<file path="config.mk">
export PLATFORM = sky130hd
export DESIGN_NAME = mm_txn_master
export DESIGN_NICKNAME = d
export VERILOG_FILES = /design/src/rtl/mmtx_pkg.sv /design/src/rtl/mmtx_startup.sv /design/src/rtl/mmtx_watchdog.sv /design/src/rtl/mmtx_ctrl.sv /design/src/rtl/mm_txn_master.sv
export SDC_FILE = /design/constraint.sdc
export NUM_CORES = 1
export LEC_CHECK = 0
export BUFFER_PORTS_ARGS = -buffer_cell sky130_fd_sc_hd__clkbuf_2
export CAP_MARGIN = 20
export CORE_UTILIZATION = 47
export DETAILED_ROUTE_END_ITERATION = 10
export HOLD_SLACK_MARGIN = 0.06
export PLACE_DENSITY_LB_ADDON = 0.2
export SYNTH_ARGS = -nofsm -noshare
export SYNTH_HDL_FRONTEND = slang
export SYNTH_HIERARCHICAL = 1
export SYNTH_SLANG_ARGS = --single-unit
export TNS_END_PERCENT = 10
</file>
<file path="constraint.sdc">
create_clock -name clk -period 2.5 [get_ports clk]
set_input_delay 0.25 -clock clk [delete_from_list [all_inputs] [get_ports clk]]
set_output_delay 0.25 -clock clk [all_outputs]
set_load 0.05 [all_outputs]
</file>
<file path="src/rtl/mmtx_pkg.sv">
package mmtx_pkg;

  typedef enum logic [1:0] {
    ST_IDLE    = 2'd0,
    ST_ACCESS  = 2'd1,
    ST_RELEASE = 2'd2
  } mmtx_state_e;

  // Number of bits needed to count from 0 up to and including n.
  function automatic int cnt_bits(input int n);
    return (n < 1) ? 1 : $clog2(n + 1);
  endfunction

  // Next state of the transfer sequence.
  function automatic mmtx_state_e next_state(input mmtx_state_e cur,
                                             input logic accept,
                                             input logic finish,
                                             input logic abort);
    mmtx_state_e nxt;
    nxt = cur;
    case (cur)
      ST_IDLE:    if (accept) nxt = ST_ACCESS;
      ST_ACCESS:  if (finish || abort) nxt = ST_RELEASE;
      ST_RELEASE: nxt = ST_IDLE;
      default:    nxt = ST_IDLE;
    endcase
    return nxt;
  endfunction

endpackage

</file>
<file path="src/rtl/mmtx_startup.sv">
module mmtx_startup #(
  parameter int HOLD = 4
) (
  input  logic clk,
  input  logic rst,
  output logic done_o
);
  localparam int CW = mmtx_pkg::cnt_bits(HOLD);

  logic [CW-1:0] hold_cnt;

  assign done_o = (hold_cnt == CW'(HOLD));

  always_ff @(posedge clk) begin
    if (rst)          hold_cnt <= '0;
    else if (!done_o) hold_cnt <= hold_cnt + 1'b1;
  end

  assert_hold_bound_R6: assert property (@(posedge clk) disable iff (rst)
    hold_cnt <= CW'(HOLD));

endmodule

</file>
<file path="src/rtl/mmtx_watchdog.sv">
module mmtx_watchdog #(
  parameter int LIMIT = 8
) (
  input  logic clk,
  input  logic rst,
  input  logic active_i,
  input  logic stall_i,
  output logic expire_o
);
  localparam int CW = mmtx_pkg::cnt_bits(LIMIT);

  logic [CW-1:0] stall_cnt;
  logic          stall_seen;

  assign stall_seen = active_i && stall_i;
  assign expire_o   = stall_seen && (stall_cnt == CW'(LIMIT));

  always_ff @(posedge clk) begin
    if (rst || !stall_seen || expire_o) stall_cnt <= '0;
    else                                stall_cnt <= stall_cnt + 1'b1;
  end

  assert_wd_bound_R8: assert property (@(posedge clk) disable iff (rst)
    stall_cnt <= CW'(LIMIT));

  assert_wd_clear_R8: assert property (@(posedge clk) disable iff (rst)
    !active_i |=> stall_cnt == '0);

endmodule

</file>
<file path="src/rtl/mmtx_ctrl.sv">
module mmtx_ctrl (
  input  logic clk,
  input  logic rst,
  input  logic start_ok_i,
  input  logic cmd_valid_i,
  input  logic waitreq_i,
  input  logic expire_i,
  output logic cmd_ready_o,
  output logic accept_o,
  output logic finish_o,
  output logic abort_o,
  output logic access_o
);
  import mmtx_pkg::*;

  mmtx_state_e state;

  assign access_o    = (state == ST_ACCESS);
  assign cmd_ready_o = (state == ST_IDLE) && start_ok_i;
  assign accept_o    = cmd_ready_o && cmd_valid_i;
  assign finish_o    = access_o && !waitreq_i;
  assign abort_o     = access_o && expire_i;

  always_ff @(posedge clk) begin
    if (rst) state <= ST_IDLE;
    else     state <= next_state(state, accept_o, finish_o, abort_o);
  end

  assert_one_outstanding_R7: assert property (@(posedge clk) disable iff (rst)
    accept_o |=> !cmd_ready_o);

  assert_release_then_ready_R5: assert property (@(posedge clk) disable iff (rst)
    (finish_o || abort_o) |=> !cmd_ready_o);

  assert_end_exclusive_R8: assert property (@(posedge clk) disable iff (rst)
    !(finish_o && abort_o));

endmodule

</file>
<file path="src/rtl/mm_txn_master.sv">
module mm_txn_master #(
  parameter int ADDR_W      = 32,
  parameter int DATA_W      = 32,
  parameter int STARTUP_CYC = 4,
  parameter int TIMEOUT_CYC = 8,
  localparam int BE_W       = DATA_W / 8
) (
  input  logic              clk,
  input  logic              rst,
  input  logic              cmd_valid,
  output logic              cmd_ready,
  input  logic              cmd_write,
  input  logic [ADDR_W-1:0] cmd_addr,
  input  logic [BE_W-1:0]   cmd_be,
  input  logic [DATA_W-1:0] cmd_wdata,
  output logic [ADDR_W-1:0] bus_addr,
  output logic [BE_W-1:0]   bus_be,
  output logic              bus_rd,
  output logic              bus_wr,
  output logic [DATA_W-1:0] bus_wdata,
  input  logic              bus_waitreq,
  input  logic [DATA_W-1:0] bus_rdata,
  output logic              rsp_valid,
  output logic [DATA_W-1:0] rsp_rdata,
  output logic              rsp_timeout
);

  // Named internal events, shared by logic and assertions.
  logic start_done;
  logic accept;
  logic finish;
  logic abort;
  logic access;
  logic expire;

  mmtx_startup #(.HOLD(STARTUP_CYC)) u_startup (
    .clk    (clk),
    .rst    (rst),
    .done_o (start_done)
  );

  mmtx_watchdog #(.LIMIT(TIMEOUT_CYC)) u_watchdog (
    .clk      (clk),
    .rst      (rst),
    .active_i (access),
    .stall_i  (bus_waitreq),
    .expire_o (expire)
  );

  mmtx_ctrl u_ctrl (
    .clk         (clk),
    .rst         (rst),
    .start_ok_i  (start_done),
    .cmd_valid_i (cmd_valid),
    .waitreq_i   (bus_waitreq),
    .expire_i    (expire),
    .cmd_ready_o (cmd_ready),
    .accept_o    (accept),
    .finish_o    (finish),
    .abort_o     (abort),
    .access_o    (access)
  );

  // Bus drive registers: loaded on accept, cleared on completion or abort.
  always_ff @(posedge clk) begin
    if (rst || finish || abort) begin
      bus_addr  <= '0;
      bus_be    <= '0;
      bus_wdata <= '0;
      bus_rd    <= 1'b0;
      bus_wr    <= 1'b0;
    end else if (accept) begin
      bus_addr  <= cmd_addr;
      bus_be    <= cmd_be;
      bus_wdata <= cmd_write ? cmd_wdata : '0;
      bus_rd    <= !cmd_write;
      bus_wr    <= cmd_write;
    end
  end

  // Result registers: one-cycle pulses after the ending edge.
  always_ff @(posedge clk) begin
    if (rst) begin
      rsp_valid   <= 1'b0;
      rsp_rdata   <= '0;
      rsp_timeout <= 1'b0;
    end else begin
      rsp_valid   <= finish && bus_rd;
      rsp_timeout <= abort;
      if (finish && bus_rd) rsp_rdata <= bus_rdata;
    end
  end

  assert_hold_R3: assert property (@(posedge clk) disable iff (rst)
    ((bus_rd || bus_wr) && bus_waitreq && !expire)
      |=> $stable({bus_addr, bus_be, bus_wdata, bus_rd, bus_wr}));

  assert_release_R5: assert property (@(posedge clk) disable iff (rst)
    ((bus_rd || bus_wr) && (!bus_waitreq || expire))
      |=> (!bus_rd && !bus_wr && bus_addr == '0 && bus_be == '0 && bus_wdata == '0));

  assert_rsp_pulse_R4: assert property (@(posedge clk) disable iff (rst)
    rsp_valid |=> !rsp_valid);

  assert_tmo_pulse_R8: assert property (@(posedge clk) disable iff (rst)
    rsp_timeout |=> !rsp_timeout);

  assert_tmo_no_rsp_R8: assert property (@(posedge clk) disable iff (rst)
    !(rsp_timeout && rsp_valid));

  assert_startup_quiet_R6: assert property (@(posedge clk) disable iff (rst)
    !start_done |-> (!cmd_ready && !bus_rd && !bus_wr));

  assert_ready_idle_R7: assert property (@(posedge clk) disable iff (rst)
    cmd_ready |-> (!bus_rd && !bus_wr));

  assert_no_overlap_R9: assert property (@(posedge clk) disable iff (rst)
    !(bus_rd && bus_wr));

endmodule

</file>
==> out/qor.yml, run 1 <==
yosys:
  synth_area_leader_cell: "dfxtp_1"
  synth_fp_nets: 578
  async_reset_ff_share_pct: 0
  ys_top_cells_by_count: "113 x dfxtp_1, 67 x nand3_1, 43 x nor2_1"
  synth_flop_cell: "dfxtp_1"
  syn_area_um2: 4620
  synth.distinct_cells: 32
  ys_seq_area_share_pct: 48.9
  synth_top_cell_area_share_pct: 48.9
  yosys_warnings: 6
  syn_inst: 469
  synth-seq-cells: 113
  synthTopCellsByArea: "dfxtp_1 49%, mux2i_1 8.0%, nand3_1 7.3%, a21bo_2 7.1%, a21oi_2 6.4%"
  syn_area_per_cell_um2: 9.86
  synth_edf_count: 0
  synth.most_common_cell: "dfxtp_1"
sta:
  fin_setup_tns_ns: 0
  finalCriticalPeriod_ns: 2.16
  whs_ns: 0.0947
  tightest_slew_ns: 0.675
  fmax_mhz: 464
  min_period_over_period_pct: 86.3
  final_max_slew_viol_count: 0
  setup_viol: 0
  rsz0062_at_grt: "false"
  finClkSkew_ns: 0.0130
  maxSlewHeadroom_pct: 55.0
  hold_viol_final: 0
detailed_routing:
  ant_nets: 0
  route.met2.wl_um: 6870
  avgViaCountPerCell: 4.97
  wl_met3_um: 862
  drt-initial-drc-count: 124
  drc: 0
  top_layer_used: "met4"
  wl_per_cell_um: 14.8
  dr_total_vias: 4502
  wl_met1_um: 5290
  routed_wirelength_um: 13400
  dr.pass1.iters: 6
min_path:
  worstHoldStart: "bus_waitreq"
  whs_path_depth: 3
  hold_path.class: "in -> reg"
  hold_end: "u_watchdog/stall_cnt[1]$_SDFF_PP0_"
power:
  switching_power_uw: 1100
  seq_power_share_pct: 41.2
  p_clk_share_pct: 49.2
  comb_power_share_pct: 9.5
  ir_drop_mv: 0.441
  p_int_uw: 3360
  swShare_pct: 24.6
  p_per_area_nw_per_um2: 615
  p_leak_uw: 0.00305
cts:
  clock_path_buffers: 2
  cts_resized: 0
  numCtsBuffers: 17
  clk_latency_ns: 0.51
  clkSlewWorstSetupHoldPaths_ns: 0.06
  clkSinkCount: 113
  cts_setup_buffers: 0
  cts_hold_buf: 101
  cts_tree: "built"
  root_buffer: "clkbuf_8"
  htree_levels: 4
critical_path:
  crit_family: "simple AND/OR/NAND/NOR gates"
  r2r_slack_ns: 0.58
  required_ns: 2.25
  critPathMaxStageDelay_ns: 0.33
  critical_path.slowest_cell: "dfxtp_1"
  path_buf_inv: 2
  crit_fanout: 6
  reg2reg_to: "bus_addr[2]$_SDFFE_PP0P_"
  r2r_start: "u_watchdog/stall_cnt[0]$_SDFF_PP0_"
  r2r_cells: 8
  critPathKind: "reg -> out"
  critPathCaptureType: "primary output"
  arrival_ns: 1.91
  start_kind: "flip-flop"
  path_cells: "inv_1 > ha_1 > and2_2 > nor3b_1 > clkbuf_2"
die:
  fp-row-count: 35
  coreArea_um2: 9370
  die_w_um: 101
  die_area_um2: 10200
  initial_utilization_pct: 49.3
  io_pins: 210
  die_h_um: 101
placement:
  port_buffers: 209
  dpl_cell_area_um2: 5700
  gp_congestion: 0.770
  dpl.hpwl_um: 7620
final_layout:
  num_antenna_cells: 0
  drive_gt1_share_pct: 42.1
  final_area_um2: 7260
  nets: 873
  syn_to_final_growth_pct: 57.0
global_routing:
  antenna_found_initial: 0
  grt-ovfl-total: 0
  grt_usage_pct: 26.0
  grt_pass1_vias: 4431
  grt_max_degree: 71
  grt_pass1_wl_um: 20700
status:
  status: "finished clean"
job:
  cap_violations: 0
[layer usage]
metal  vias to the layer above  global-route usage [%]
li1                       2204                       -
met1                      2089                    28.3
met2                       173                    46.3
met3                        36                    7.52
met4                         0                    12.6
met5                         -                       0
[state kept, by name (all words and copies together), names as in the netlist]
| signal | flops |
|---|---|
| bus_wdata | 32 |
| rsp_rdata | 32 |
| bus_be | 4 |
| u_watchdog/stall_cnt | 4 |
| bus_rd | 1 |
| u_startup/hold_cnt | 3 |
| bus_addr | 32 |
| rsp_timeout | 1 |
| u_ctrl/state | 2 |
| bus_wr | 1 |
| rsp_valid | 1 |
[worst reg2reg max path: stages, from the launching register on]
cell and delay (ns):
dfxtp_1 0.37, inv_1 0.06, ha_1 0.19, nand2_1 0.10, nor3_1 0.07, and2_1 0.15, or3_2 0.44, buf_12 0.24
nor2_1 0.22
[cell families after synthesis]
kind of cell | Yosys count | share of synthesized area [%]
buffers and inverters | 49 | 5.49
adder cells (fa/ha/maj) | 4 | 1.08
AND/OR/NAND/NOR | 161 | 18.3
multiplexers | 37 | 8.01
AO/OA/AOI/OAI | 103 | 17.8
XOR/XNOR | 2 | 0.379
flip-flops | 113 | 48.9
[how the worst max path moves through the flow]
stage | start | to | slack [ns] | depth (start not counted)
after floorplan | u_startup/hold_cnt[0]$_SDFFE_PP0P_ | cmd_ready | 0.33 | 4
final | u_startup/hold_cnt[0]$_SDFFE_PP0P_ | cmd_ready | 0.34 | 5
after detailed placement | u_startup/hold_cnt[0]$_SDFFE_PP0P_ | bus_addr[20]$_SDFFE_PP0P_ | 0.64 | 8
after CTS | u_startup/hold_cnt[0]$_SDFFE_PP0P_ | cmd_ready | 0.28 | 5
after global placement | u_startup/hold_cnt[0]$_SDFFE_PP0P_ | bus_addr[29]$_SDFFE_PP0P_ | 0.71 | 8
after global routing | u_startup/hold_cnt[0]$_SDFFE_PP0P_ | cmd_ready | 0.23 | 5
[cell usage in the layout, fill, tap and decap left out, drive strengths merged]
master       count
and2             2
a21bo           33
buf              7
nor2b            2
nor3             3
nand2            3
mux2i           37
bufinv           1
nand3           67
dfxtp          113
a21oi           68
clkinv           8
xor2             1
dlygate4sd3    101
a21o             1
o2111ai          1
inv             10
nand4bb          2
or3              1
nand2b          35
xnor2            1
ha               4
clkinvlp         4
nor3b            1
nor2            44
and3b            1
clkbuf         226
[cell type report]
cell class | instances | area, um^2
clock buffers | 17 | 414
clock inverters | 15 | 136
fillers | 630 | 2110
inverters | 8 | 31.3
multi-input cells | 307 | 2120
flip-flops and latches | 113 | 2260
well taps | 129 | 161
repair buffers | 317 | 2130
[power by group through the flow]
stage	clock network [uW]	logic, uW	registers [uW]
5_1_grt	2320	454	1840
2_1_floorplan	0	130	1920
6_report	2200	426	1840
3_3_place_gp	0	284	1880
3_5_place_dp	0	289	1880
4_1_cts	2230	417	1840
[through the flow]
stage | instances | power, uW | setup slack [ns] | utilization [%]
floorplan | 469 | 2050 | 0.327 | -
global placement | 773 | 2160 | 0.714 | 60.8
detailed placement | 773 | 2170 | 0.645 | 60.8
CTS | 906 | 4490 | 0.278 | 77.4
global route | 906 | 4610 | 0.226 | 77.4
finish | 906 | 4460 | 0.343 | 77.4
No activity file was read; power rests on OpenSTA's default activity.
==> inputs of run 2 (changes only) <==
--- a/config.mk
+++ b/config.mk
@@ -7,10 +7,11 @@
 export LEC_CHECK = 0
 export BUFFER_PORTS_ARGS = -buffer_cell sky130_fd_sc_hd__clkbuf_2
 export CAP_MARGIN = 20
+export CORE_ASPECT_RATIO = 0.5
 export CORE_UTILIZATION = 47
 export DETAILED_ROUTE_END_ITERATION = 10
 export HOLD_SLACK_MARGIN = 0.06
-export PLACE_DENSITY_LB_ADDON = 0.2
+export PLACE_DENSITY_LB_ADDON = 0.12
 export SYNTH_ARGS = -nofsm -noshare
 export SYNTH_HDL_FRONTEND = slang
 export SYNTH_HIERARCHICAL = 1
==> run 2 against run 1 <==
  * Flip-flop and latch count did not move
  * Routed wire length fell by 23%
  * Combinational power fell by 33%
  * Die area rose by 0.24%
  * Maximum frequency rose by 5.5%
  * Worst hold slack got worse by 0.013 ns
  * Sequential share of layout area rose by 4.4 points
  * Global-route usage fell by 5.5 points
  * Critical path type unchanged
  * Largest power group unchanged
==> out/qor.yml, run 2 (same netlist as run 1, synthesis figures left out) <==
critical_path:
  critPathKind: "reg -> out"
  path_buf_inv: 2
  critical_path.slowest_cell: "dfxtp_1"
  crit_family: "simple AND/OR/NAND/NOR gates"
  critPathMaxStageDelay_ns: 0.33
  critPathCaptureType: "primary output"
  path_depth: 5
  r2r_start: "u_startup/hold_cnt[0]$_SDFFE_PP0P_"
  required_ns: 2.25
  path_cells: "inv_1 > ha_1 > and2_2 > nor3b_1 > clkbuf_2"
  arrival_ns: 1.80
  crit_fanout: 6
  r2r_cells: 8
  start_kind: "flip-flop"
  crit_path_start: "u_startup/hold_cnt[0]$_SDFFE_PP0P_"
detailed_routing:
  ant_nets: 0
  dr_total_vias: 3820
  drt-initial-drc-count: 118
  wl_per_cell_um: 12.7
  drc: 0
  avgViaCountPerCell: 4.72
  routed_wirelength_um: 10300
  dr.pass1.iters: 4
placement:
  gp_congestion: 0.701
  dpl_cell_area_um2: 5690
  dpl.hpwl_um: 6570
  pre_cts_slack_ns: 0.601
  port_buffers: 209
global_routing:
  antenna_found_initial: 0
  grt_usage_pct: 20.5
  grt-ovfl-total: 0
  grt_pass1_wl_um: 16400
  grt_max_degree: 104
  grt_pass1_vias: 3454
cts:
  cts_hold_buf: 0
  clk_latency_ns: 0.40
  clkSinkCount: 113
  root_buffer: "clkbuf_16"
  htree_levels: 4
  clkSlewWorstSetupHoldPaths_ns: 0.06
  clock_path_buffers: 2
  cts_tree: "built"
  cts_resized: 0
  cts_setup_buffers: 0
  numCtsBuffers: 17
sta:
  rsz0062_at_grt: "false"
  tightest_slew_ns: 0.702
  fmax_mhz: 489
  setup_viol: 0
  final_max_slew_viol_count: 0
  maxSlewHeadroom_pct: 53.2
  hold_viol_final: 0
  finalCriticalPeriod_ns: 2.05
  min_period_over_period_pct: 81.8
  finClkSkew_ns: 0.00922
  worst_slack_ns: 0.455
  fin_setup_tns_ns: 0
power:
  comb_power_share_pct: 5.9
  switching_power_uw: 992
  swShare_pct: 20.4
  p_leak_uw: 0.00268
  p_per_area_nw_per_um2: 763
  power.total_uw: 4850
  p_clk_share_pct: 56.3
  seq_power_share_pct: 37.9
  p_int_uw: 3860
  ir_drop_mv: 0.510
die:
  coreArea_um2: 9510
  die_h_um: 72.1
  io_pins: 210
  die_area_um2: 10300
  initial_utilization_pct: 48.6
  die_w_um: 142
  fp-row-count: 25
final_layout:
  nets: 770
  largestRegisters: "bus_addr x32, bus_wdata x32, rsp_rdata x32"
  drive_gt1_share_pct: 47.6
  syn_to_final_growth_pct: 37.5
  num_antenna_cells: 0
  layout_common_cells: "209 x clkbuf_2, 112 x dfxtp_1, 67 x nand3_1, 42 x nor2_1, 37 x mux2i_1"
  fillers: 848
  final_area_um2: 6360
  final_common_cell: "clkbuf_2"
min_path:
  whs_path_depth: 3
  worstHoldStart: "cmd_be[1]"
  hold_path.class: "in -> reg"
status:
  status: "finished clean"
job:
  cap_violations: 0
-- run 2: cell count changes in the layout (fill, tap and decap cells not counted), moves of 3 or more --
cell / previous run / this run
dlygate4sd3_1: 101 / 0
bufinv_16: 1 / 6
clkbuf_1: 0 / 4
clkinv_4: 4 / 0
clkinvlp_4: 4 / 1
-- run 2: worst paths after layout --
| check | endpoint | slack (ns) |
|---|---|---|
| hold / removal | bus_be[1]$_SDFFE_PP0P_ | 0.08 |
| hold reg to reg | u_watchdog/stall_cnt[0]$_SDFF_PP0_ | 0.46 |
| setup reg to reg | bus_wdata[28]$_SDFFE_PP0P_ | 0.56 |
| setup / recovery | cmd_ready | 0.45 |
-- run 2: metal layers --
metal	share of wire [%]	global-route usage (%)
met1	45	23.7
met5	0	0
met3	9.2	9.57
met4	1.6	10.2
met2	44	32.2
-- run 2: stage by stage --
step	std cells	hold WS, ns	utilization, %
2_1_floorplan	469	0.312	-
5_1_grt	809	0.0760	66.9
3_3_place_gp	777	0.447	59.8
6_report	809	0.0817	66.9
3_5_place_dp	777	0.456	59.8
4_1_cts	809	0.0698	66.9
-- run 2: worst min-delay path: stages --
cell	delay, ns
clkbuf_2	0.07
mux2i_1	0.05
nor2_1	0.07
-- run 2: cell type report --
cell class	instances	area, um^2	share of cell area [%]
flip-flops and latches	113	2260	35.6
multi-input cells	307	2120	33.3
repair buffers	214	1110	17.4
clock buffers	23	468	7.36
clock inverters	9	201	3.17
well taps	135	169	2.66
inverters	8	31.3	0.492
-- run 2: power by group through the flow --
stage	Sequential, uW	Combinational [uW]	Clock [uW]
after global routing	1840	310	2880
after CTS	1840	289	2780
after global placement	1870	285	0
after floorplan	1920	130	0
after detailed placement	1870	287	0
final	1840	285	2730
==> inputs of run 3 (changes only) <==
==> constraint.sdc (replaced) <==
create_clock -name clk -period 2.1 [get_ports clk]
set_input_delay 0.21 -clock clk [delete_from_list [all_inputs] [get_ports clk]]
set_output_delay 0.21 -clock clk [all_outputs]
set_load 0.05 [all_outputs]
==> run 3 against run 2 <==
  * Critical path depth is the same
  * Worst setup slack lost 0.29 ns
  * Final cell count grew 9.5%
  * Worst hold slack lost 0.011 ns
  * Sequential power grew 19%
  * Count of clock-buffer cells in the layout shrank 1
  * Sequential share of layout area shrank 3.7 points
  * Die area is the same
  * Power grew 15%
  * Flip-flop and latch count is the same
==> out/qor.yml, run 3 (same netlist as run 1, synthesis figures left out) <==
status:
  status: "finished clean"
global_routing:
  grt_usage_pct: 23.9
  grt_max_degree: 66
  grt_pass1_vias: 4087
  grt-ovfl-total: 0
  grt_pass1_wl_um: 19000
  antenna_found_initial: 0
critical_path:
  path_buf_inv: 2
  required_ns: 1.89
  critPathCaptureType: "primary output"
  path_cells: "inv_1 > ha_1 > and2_2 > nor3b_2 > clkbuf_2"
  critPathKind: "reg -> out"
  critical_path.slowest_cell: "dfxtp_1"
  crit_path_start: "u_startup/hold_cnt[0]$_SDFFE_PP0P_"
  r2r_slack_ns: 0.17
  start_kind: "flip-flop"
  r2r_start: "u_watchdog/stall_cnt[0]$_SDFF_PP0_"
  crit_fanout: 6
  crit_family: "simple AND/OR/NAND/NOR gates"
  critPathMaxStageDelay_ns: 0.37
  reg2reg_to: "bus_be[2]$_SDFFE_PP0P_"
  arrival_ns: 1.72
  r2r_cells: 8
die:
  die_area_um2: 10300
  die_w_um: 142
  fp-row-count: 25
  die_h_um: 72.1
  coreArea_um2: 9510
  initial_utilization_pct: 48.6
  io_pins: 210
cts:
  clk_latency_ns: 0.41
  cts_setup_buffers: 0
  htree_levels: 4
  clkSlewWorstSetupHoldPaths_ns: 0.05
  numCtsBuffers: 17
  root_buffer: "clkbuf_16"
  clkSinkCount: 113
  cts_tree: "built"
  clock_path_buffers: 2
sta:
  fin_setup_tns_ns: 0
  final_max_slew_viol_count: 0
  hold_viol_final: 0
  maxSlewHeadroom_pct: 51.7
  fmax_mhz: 517
  tightest_slew_ns: 0.724
  finalCriticalPeriod_ns: 1.93
  min_period_over_period_pct: 92.1
  setup_viol: 0
  worst_slack_ns: 0.166
  finClkSkew_ns: 0.0113
  rsz0062_at_grt: "false"
final_layout:
  fillers: 697
  final_cells: 886
  final_common_cell: "clkbuf_2"
  largestRegisters: "bus_addr x32, bus_wdata x32, rsp_rdata x32"
  drive_gt1_share_pct: 43.4
  final_area_um2: 7090
  nets: 847
  syn_to_final_growth_pct: 53.4
  layout_common_cells: "209 x clkbuf_2, 112 x dfxtp_1, 74 x dlygate4sd3_1, 67 x nand3_1, 42 x nor2_1"
  num_antenna_cells: 0
detailed_routing:
  drc: 0
  ant_nets: 0
  drt-initial-drc-count: 139
  dr_total_vias: 4327
  routed_wirelength_um: 12300
  wl_per_cell_um: 13.9
  dr.pass1.iters: 6
  avgViaCountPerCell: 4.88
placement:
  place_inst: 780
  gp_congestion: 0.711
  dpl_cell_area_um2: 5750
  port_buffers: 209
  dpl.hpwl_um: 7000
  pre_cts_slack_ns: 0.243
power:
  seq_power_share_pct: 39.4
  power.total_uw: 5560
  p_clk_share_pct: 52.2
  p_per_area_nw_per_um2: 784
  ir_drop_mv: 0.596
  switching_power_uw: 1240
  comb_power_share_pct: 8.4
  swShare_pct: 22.2
  p_int_uw: 4320
  p_leak_uw: 0.00298
min_path:
  hold_end: "bus_addr[31]$_SDFFE_PP0P_"
  whs_path_depth: 3
  hold_path.class: "in -> reg"
  worstHoldStart: "cmd_addr[31]"
job:
  cap_violations: 0
run 3: changes by cell type in the layout (fill, tap and decap cells not counted):
| cell | delta |
|---|---|
| nor3b_1 | -1 |
| buf_12 | +3 |
| bufinv_16 | -3 |
| clkbuf_1 | -1 |
| nor3b_2 | +1 |
| inv_6 | -1 |
| clkinv_2 | +3 |
| dlygate4sd3_1 | +74 |
| clkinv_4 | +1 |
| clkinvlp_4 | +1 |
run 3: worst max path at each step:
stage	cells after the start	to	slack (ns)
6_report	5	cmd_ready	0.17
5_1_grt	8	bus_be[2]$_SDFFE_PP0P_	0.06
3_5_place_dp	8	bus_addr[25]$_SDFFE_PP0P_	0.24
3_3_place_gp	8	bus_rd$_SDFFE_PP0P_	0.30
4_1_cts	5	cmd_ready	0.14
2_1_floorplan	9	bus_addr[0]$_SDFFE_PP0P_	0.35
run 3: timing repair:
action                                  4_1_cts  5_1_grt
endpoints found under the setup margin        0        0
resized for setup                             0        0
hold buffers                                 74        0
endpoints found under the hold margin        74        0
run 3: metal layers:
metal  part of all wire, %  vias up  GRT usage (%)
met5                     0        -              0
met4                   1.8        0           11.7
met3                   7.6       21           8.78
met2                    48      158           41.7
met1                    43     2005           26.2
li1                      -     2143              -
run 3: power groups by stage:
| stage | Sequential, uW | Clock [uW] | Combinational [uW] |
|---|---|---|---|
| 6_report | 2190 | 2900 | 468 |
| 4_1_cts | 2190 | 2940 | 461 |
| 5_1_grt | 2190 | 3040 | 498 |
| 3_5_place_dp | 2230 | 0 | 351 |
| 3_3_place_gp | 2230 | 0 | 348 |
| 2_1_floorplan | 2290 | 0 | 155 |
run 3: worst register-to-register path, stage by stage (launching register included):
cell,delay [ns]
dfxtp_1,0.36
inv_1,0.06
ha_1,0.18
nand2_1,0.10
nor3_1,0.08
and2_1,0.15
or3_2,0.51
buf_12,0.22
nor2_1,0.18
run 3: metrics by stage:
step	utilization, %	hold WS, ns
after floorplan	-	0.272
after global placement	60.5	0.445
after detailed placement	60.5	0.453
after CTS	74.6	0.0603
after global routing	74.6	0.0630
final	74.6	0.0702
run 3: cell type report:
| type | instances | area, um^2 | area share (%) |
|---|---|---|---|
| Clock buffer | 22 | 464 | 6.54 |
| Clock inverter | 10 | 134 | 1.89 |
| Inverter | 8 | 31.3 | 0.441 |
| Multi-Input combinational cell | 307 | 2120 | 29.9 |
| Sequential cell | 113 | 2260 | 31.9 |
| Tap cell | 135 | 169 | 2.38 |
| Timing Repair Buffer | 291 | 1910 | 26.9 |
